$ cat config.mk
export PLATFORM = sky130hd
export DESIGN_NAME = mbd_capture_top
export DESIGN_NICKNAME = d
export VERILOG_FILES = /design/src/rtl/mbd_pkg.sv /design/src/rtl/mbd_strobe_qual.sv /design/src/rtl/mbd_addr_hold.sv /design/src/rtl/mbd_rec_build.sv /design/src/rtl/mbd_capture_top.sv
export SDC_FILE = /design/constraint.sdc
export NUM_CORES = 1
export LEC_CHECK = 0
export BUFFER_PORTS_ARGS = -buffer_cell sky130_fd_sc_hd__buf_2
export CORE_UTILIZATION = 48
export CTS_CLUSTER_DIAMETER = 30
export CTS_CLUSTER_SIZE = 24
export DETAILED_ROUTE_END_ITERATION = 10
export GPL_TIMING_DRIVEN = 0
export PLACE_DENSITY = 0.76
export SYNTH_ARGS = -nofsm -noshare
export SYNTH_HDL_FRONTEND = slang
export SYNTH_SLANG_ARGS = --single-unit
export TNS_END_PERCENT = 10
$ cat constraint.sdc
create_clock -name clk -period 1.65 [get_ports clk]
set_clock_uncertainty 0.1 [all_clocks]
set_input_delay 0.165 -clock clk [delete_from_list [all_inputs] [get_ports clk]]
set_output_delay 0.165 -clock clk [all_outputs]
set_load 0.01 [all_outputs]
$ cat src/rtl/mbd_pkg.sv
package mbd_pkg;

    typedef enum logic [1:0] {
        EV_NONE  = 2'd0,
        EV_ADDR  = 2'd1,
        EV_DATA  = 2'd2,
        EV_PLAIN = 2'd3
    } evt_kind_e;

    // Map the two qualified strobes to one event kind for this edge.
    function automatic evt_kind_e classify(input logic a_hit, input logic d_hit,
                                           input logic split);
        evt_kind_e k;
        if (!split)             k = (a_hit || d_hit) ? EV_PLAIN : EV_NONE;
        else if (a_hit && d_hit) k = EV_PLAIN;
        else if (a_hit)          k = EV_ADDR;
        else if (d_hit)          k = EV_DATA;
        else                     k = EV_NONE;
        return k;
    endfunction

endpackage

$ cat src/rtl/mbd_strobe_qual.sv
module mbd_strobe_qual #(
    parameter int N_STROBE = 2
) (
    input  logic [N_STROBE-1:0] pin,
    input  logic [N_STROBE-1:0] pol,
    output logic [N_STROBE-1:0] hit
);
    for (genvar g = 0; g < N_STROBE; g++) begin : g_q
        // pol=0: asserted when pin is low; pol=1: asserted when high
        assign hit[g] = pol[g] ? pin[g] : ~pin[g];
    end
endmodule

$ cat src/rtl/mbd_addr_hold.sv
module mbd_addr_hold
    import mbd_pkg::*;
#(
    parameter int BUS_W = 8
) (
    input  logic             clk,
    input  logic             rst,
    input  evt_kind_e        kind,
    input  logic [BUS_W-1:0] bus,
    output logic             pend,
    output logic [BUS_W-1:0] paddr,
    output logic             ovr
);
    always_ff @(posedge clk) begin
        if (rst) begin
            pend  <= 1'b0;
            paddr <= '0;
            ovr   <= 1'b0;
        end else begin
            case (kind)
                EV_ADDR: begin
                    paddr <= bus;
                    pend  <= 1'b1;
                    if (pend) ovr <= 1'b1;
                end
                EV_DATA: pend <= 1'b0;
                default: ;
            endcase
        end
    end
endmodule

$ cat src/rtl/mbd_rec_build.sv
module mbd_rec_build
    import mbd_pkg::*;
#(
    parameter int BUS_W = 8
) (
    input  logic             clk,
    input  logic             rst,
    input  evt_kind_e        kind,
    input  logic [BUS_W-1:0] bus,
    input  logic             pend,
    input  logic [BUS_W-1:0] paddr,
    output logic             valid,
    output logic [BUS_W-1:0] addr,
    output logic [BUS_W-1:0] data,
    output logic             orphan,
    output logic             plain
);
    always_ff @(posedge clk) begin
        if (rst) begin
            valid  <= 1'b0;
            addr   <= '0;
            data   <= '0;
            orphan <= 1'b0;
            plain  <= 1'b0;
        end else begin
            valid <= (kind == EV_DATA) || (kind == EV_PLAIN);
            if (kind == EV_DATA) begin
                addr   <= pend ? paddr : '0;
                data   <= bus;
                orphan <= ~pend;
                plain  <= 1'b0;
            end else if (kind == EV_PLAIN) begin
                addr   <= '0;
                data   <= bus;
                orphan <= 1'b0;
                plain  <= 1'b1;
            end
        end
    end
endmodule

$ cat src/rtl/mbd_capture_top.sv
module mbd_capture_top
    import mbd_pkg::*;
#(
    parameter int BUS_W = 8
) (
    input  logic             clk,
    input  logic             rst,
    input  logic             cfg_as_pol,
    input  logic             cfg_ds_pol,
    input  logic             split_en,
    input  logic             as_n,
    input  logic             ds_n,
    input  logic [BUS_W-1:0] bus,
    output logic             rec_valid,
    output logic [BUS_W-1:0] rec_addr,
    output logic [BUS_W-1:0] rec_data,
    output logic             rec_orphan,
    output logic             rec_plain,
    output logic             overrun
);
    localparam int N_STROBE = 2;
    localparam int IDX_A = 0;
    localparam int IDX_D = 1;

    logic [N_STROBE-1:0] hit;
    evt_kind_e           kind;
    logic                pend;
    logic [BUS_W-1:0]    paddr;

    mbd_strobe_qual #(.N_STROBE(N_STROBE)) u_qual (
        .pin ({ds_n, as_n}),
        .pol ({cfg_ds_pol, cfg_as_pol}),
        .hit (hit)
    );

    assign kind = classify(hit[IDX_A], hit[IDX_D], split_en);

    mbd_addr_hold #(.BUS_W(BUS_W)) u_hold (
        .clk   (clk),
        .rst   (rst),
        .kind  (kind),
        .bus   (bus),
        .pend  (pend),
        .paddr (paddr),
        .ovr   (overrun)
    );

    mbd_rec_build #(.BUS_W(BUS_W)) u_rec (
        .clk    (clk),
        .rst    (rst),
        .kind   (kind),
        .bus    (bus),
        .pend   (pend),
        .paddr  (paddr),
        .valid  (rec_valid),
        .addr   (rec_addr),
        .data   (rec_data),
        .orphan (rec_orphan),
        .plain  (rec_plain)
    );
endmodule

== Word level (Yosys, flattened, before mapping) ==
Cells that the tools add are included.

* Eq/ne operators: 3
* Mux-type cells: 15
* Bitwise logic cells: 3
* Reduce and logical (&&, ||, !) cells: 7

{| class="wikitable"
|+ Operator list
! operator !! count
|-
| $mux 8 || 5
|-
| $mux 2 || 5
|-
| $eq 2x2->1 const B || 2
|-
| $mux 1 || 4
|-
| $reduce_bool 2->1 || 2
|-
| $not 1->1 || 3
|-
| $eq 2x1->1 const B || 1
|-
| $logic_or 1x1->1 || 2
|-
| $pmux 1 s2 || 1
|-
| $reduce_and 2->1 || 1
|-
| $reduce_or 2->1 || 1
|-
| $logic_and 1x1->1 || 1
|}

* Register bits after elaboration: 29
* Output and inout bits: 20
* Logic and storage cells: 36

== Longest topological paths before layout ==
* Depth in word-level cells: 9
* Depth in mapped cells: 6
* Gate-level depth less buffers: 6

== Hierarchy ==
From an unflattened synthesis, not the netlist that was laid out.

* Cell total of the unflattened synthesis: 113
* Area, all modules: 1,151.1 µm²

{| class="wikitable"
|+ By module, submodules not included
! module !! times used !! cells an instance !! area each (µm²) !! sequential area each (µm²)
|-
| mbd_rec_build || 1 || 71 || 732.0 || 380.4
|-
| mbd_addr_hold || 1 || 37 || 382.9 || 200.2
|-
| mbd_capture_top || 1 || 3 || 18.8 || 0.0
|-
| mbd_strobe_qual || 1 || 2 || 17.5 || 0.0
|}

== Worst setup path before layout ==
Ideal clock, no wire load.

* Kind: input-to-reg
* Start: input ds_n
* End: register u_rec.data[6]
* Setup time: 0.117 ns
* Data arrival time: 1.332 ns
* Data required time: 1.433 ns
* Slack: 0.101 ns
* Cell stages on the path: 6
* Cells stage by stage: xor2_1 -> o21ai_0 -> ha_1 -> o21bai_4 -> inv_4 -> a22o_2

* Longest elaborated chain between the ends: 8
* Elaborated cells on any way between the ends: 13
* Those cells by class: 2 x eq/ne; 7 x mux; 1 x bitwise; 3 x reduce/logical

{| class="wikitable"
|+ Ends and longest elaborated chain
! what !! RTL line !! text
|-
| from (decl) || mbd_capture_top.sv:12 || <nowiki>input logic ds_n,</nowiki>
|-
| $not 1->1 || mbd_strobe_qual.sv:10 || <nowiki>assign hit[g] = pol[g] ? pin[g] : ~pin[g];</nowiki>
|-
| $mux 1 (*) || mbd_strobe_qual.sv:10 ||
|-
| $mux 2 || mbd_pkg.sv:17 || <nowiki>else if (d_hit) k = EV_DATA;</nowiki>
|-
| $mux 2 || mbd_pkg.sv:16 || <nowiki>else if (a_hit) k = EV_ADDR;</nowiki>
|-
| $mux 2 || mbd_pkg.sv:15 || <nowiki>else if (a_hit && d_hit) k = EV_PLAIN;</nowiki>
|-
| $mux 2 (*) || mbd_pkg.sv:14 || <nowiki>if (!split) k = (a_hit || d_hit) ? EV_PLAIN : EV_NONE;</nowiki>
|-
| $eq 2x2->1 (on tied branches) || mbd_rec_build.sv:27, mbd_rec_build.sv:32 ||
|-
| $mux 8 or $reduce_bool 2->1 (tied branches) || -- ||
|-
| to (signal assigned) || mbd_rec_build.sv:29 || <nowiki>data <= bus;</nowiki>
|-
| to (signal assigned) || mbd_rec_build.sv:34 || <nowiki>data <= bus;</nowiki>
|-
| to (decl) || mbd_rec_build.sv:14 || <nowiki>output logic [BUS_W-1:0] data,</nowiki>
|}

Every way passes the cells marked *; elsewhere a longest branch is shown, timed or not.
A chain may end at the register's enable or synchronous reset.

== Worst setup path in the final report ==
* Start: input cfg_ds_pol
* End: register u_rec.data[4]

* Longest elaborated chain between the ends: 7
* Elaborated cells on any way between the ends: 12
* Those cells by class: 2 x eq/ne; 7 x mux; 3 x reduce/logical

{| class="wikitable"
|+ Ends and longest elaborated chain
! what !! RTL line !! text
|-
| from (decl) || mbd_capture_top.sv:9 || <nowiki>input logic cfg_ds_pol,</nowiki>
|-
| $mux 1 (*) || mbd_strobe_qual.sv:10 ||
|-
| $mux 2 || mbd_pkg.sv:17 ||
|-
| $mux 2 || mbd_pkg.sv:16 ||
|-
| $mux 2 || mbd_pkg.sv:15 ||
|-
| $mux 2 (*) || mbd_pkg.sv:14 ||
|-
| $eq 2x2->1 (on tied branches) || mbd_rec_build.sv:27, mbd_rec_build.sv:32 ||
|-
| $mux 8 or $reduce_bool 2->1 (tied branches) || -- ||
|}

Marks and branches as above.

==> impl_metrics.toml <==
[logic_synthesis]
yosysUniqueCellTypes = 23
synth_edf_count = 0
synth.ff_latch_count = 29
syn_nets = 117
synth.top_cells.by_count = "dfxtp_1 (29), nor2_1 (11), mux2i_1 (8), nand3_1 (8), o2bb2ai_1 (8)"
ys_seq_area_share_pct = 53.0
synth-main-ff-cell = "dfxtp_1"
synthesis.instances = 98
synth.top_cell.area_share_pct = 53.0
post_synth_instance_area_um2 = 1090
synth_area_leaders = "dfxtp_1 (53%), mux2i_1 (7.3%), o2bb2ai_1 (6.4%)"
synth-warning-count = 0
syn_avg_cell_area_um2 = 11.2
yosysMostFrequentCell = "dfxtp_1"
synthArstFlopShare_pct = 0
yosysTopAreaCell = "dfxtp_1"

[floorplan]
die_x_um = 49.8
rows = 16
die_h_um = 49.8
dieArea_um2 = 2480
initial_utilization_pct = 53.1
ios = 35
core_area_um2 = 2060

[clock_network]
clk_latency_ps = 340
cts_tree = "done"
ctsResizeCount = 0
clockRootBuffer = "clkbuf_4"
h-tree-depth = 2
cts.sinks = 29
cts_max_path_buffers = 2
clkTransAtPathRegs_ps = 90
cts_buffers = 5

[power_and_ir_drop]
leakage_nw = 0.647
power.total_mw = 1.49
power.density_nw_per_um2 = 1030
ir_worst_vdd_mv = 0.718

[timing]
tns_ps = 0
fin_hold_ws_ps = 316
maxSlewViolCount = 0
hold_viol = 0
timing.fmax_ghz = 0.665
finalCritPeriodShare_pct = 91.2
setup_viol = 0
relSlewSlack_pct = 67.6
tightest_slew_ps = 485
fin_crit_ps = 1500
rsz0062_at_grt = "false"

[detailed_routing]
drt_iter0_drc = 12
wl_um = 2350
vias_per_cell = 5.16
detailedRoute.firstPassIterationCount = 4
avgRoutedWirePerCell_um = 13.4
num_vias = 909
postRouteAntennaNets = 0
drcViolationCount = 0

[setup_path]
critPathMaxFanout = 10
crit_type = "in2reg"
crit_path_max_incr_delay_ps = 320
cp_slowest_cell = "o21bai_4"
worstPathRequired_ps = 1770
path_cells = "buf_2 > xor2_1 > o21ai_0 > ha_1 > o21bai_4 > inv_4 > a22o_1"
cp-end-kind = "register"
crit_path_start_kind = "input port"
crit_arrival_ps = 1620

[global_route]
gr-total-overflow = 0
grt_pass1_wl_um = 3820
antenna_found_initial = 0
grt_pass1_vias = 864
grt_max_degree = 11
grt_usage_pct = 21.2

[worst_hold_path]
hold_class = "in2reg"

[placement]
portBuffers = 34
place.gp.congestion = 0.708
dpl.cell_count = 159
dp_hpwl_um = 1610

[layout]
num_antenna_cells = 0
finalNonFillerCells = 176
postLayoutCoreUtil_pct = 69.8
area_growth_syn_to_layout_pct = 31.5
drive_gt1_share_pct = 32.9
nNetsFinal = 167

[run]
drv_cap = 0

[status]
status = "finished, final reports clean"
-- sequential cells by signal, indices dropped and copies added (netlist names) --
name	count
u_rec.valid	1
u_rec.plain	1
u_hold.paddr	8
u_rec.orphan	1
u_rec.data	8
u_hold.ovr	1
u_hold.pend	1
u_rec.addr	8
-- kinds of logic (layout without fill, tap and decap cells) --
family / Yosys count / in the layout / share of synthesized area, %
buffers and inverters: 8 / 59 / 3.89
AO/OA/AOI/OAI: 24 / 24 / 18.6
flip-flops: 29 / 29 / 53.0
adder cells (fa/ha/maj): 4 / 4 / 4.57
multiplexers: 8 / 8 / 7.31
XOR/XNOR: 4 / 4 / 3.20
AND/OR/NAND/NOR: 21 / 21 / 9.37
-- worst max-delay path: cells and delay by family --
| family | cells | cell delay [ps] |
|---|---|---|
| adders and majority gates | 1 | 310 |
| AOI/OAI and AO/OA | 3 | 750 |
| xor gates and xnor gates | 1 | 170 |
| buffers and inverters | 2 | 240 |
-- cells in the final DEF, fill, tap and decap left out --
master / count
buf_2: 36
dfxtp_1: 29
nor2_1: 11
dlygate4sd3_1: 9
mux2i_1: 8
nand3_1: 8
o2bb2ai_1: 8
a22o_1: 6
clkbuf_4: 5
ha_1: 4
a21oi_1: 3
inv_1: 2
xnor2_1: 2
xor2_1: 2
o21ai_0: 2
clkbuf_1: 2
a22o_2: 2
clkinv_2: 2
o21bai_4: 1
inv_4: 1
nor3_4: 1
buf_6: 1
buf_1: 1
a211oi_1: 1
nor3_1: 1
a32o_1: 1
-- per-stage QoR --
stage	setup WS, ps	instance area, µm²
detailed placement	-224	1300
global route	37.3	1440
CTS	138	1440
floorplan	101	1090
global placement	-192	1300
finish	145	1440
-- worst paths after layout --
check | start | to | slack, ps | cells after the start
hold reg to reg | u_rec.addr[6]$_SDFFE_PP0P_ | u_rec.addr[6]$_SDFFE_PP0P_ | 370 | 1
hold / removal | as_n | u_hold.pend$_SDFFE_PP0P_ | 320 | 5
setup / recovery | cfg_ds_pol | u_rec.data[4]$_SDFFE_PP0P_ | 150 | 7
setup reg to reg | u_hold.pend$_SDFFE_PP0P_ | u_rec.addr[7]$_SDFFE_PP0P_ | 660 | 3
-- metal layers --
metal | vias to the layer above | GRT usage [%] | share of wire [%]
li1 | 452 | - | -
met1 | 413 | 25.3 | 44
met2 | 33 | 31.5 | 46
met3 | 11 | 7.41 | 5.7
met4 | 0 | 14.3 | 3.7
met5 | - | 0 | 0
-- area by class of cell --
| type | count | area, µm² |
|---|---|---|
| Fill cell | 176 | 622 |
| Multi-Input combinational cell | 61 | 472 |
| Clock buffer | 6 | 41.3 |
| Timing Repair Buffer | 43 | 260 |
| Clock inverter | 2 | 10.0 |
| Inverter | 3 | 13.8 |
| Sequential cell | 29 | 581 |
| Buffer | 5 | 28.8 |
| Tap cell | 27 | 33.8 |
-- report_power, final --
| group | total (mW) | internal, mW | switching, mW |
|---|---|---|---|
| clock network | 0.413 | 0.162 | 0.251 |
| registers | 0.776 | 0.752 | 0.0246 |
| logic | 0.296 | 0.131 | 0.164 |
| total | 1.49 | 1.05 | 0.440 |
-- repair_timing --
action	CTS	global route
hold endpoints to repair	16	0
hold buffers	9	0
setup buffers	0	0
(Power assumes the default switching activity.)
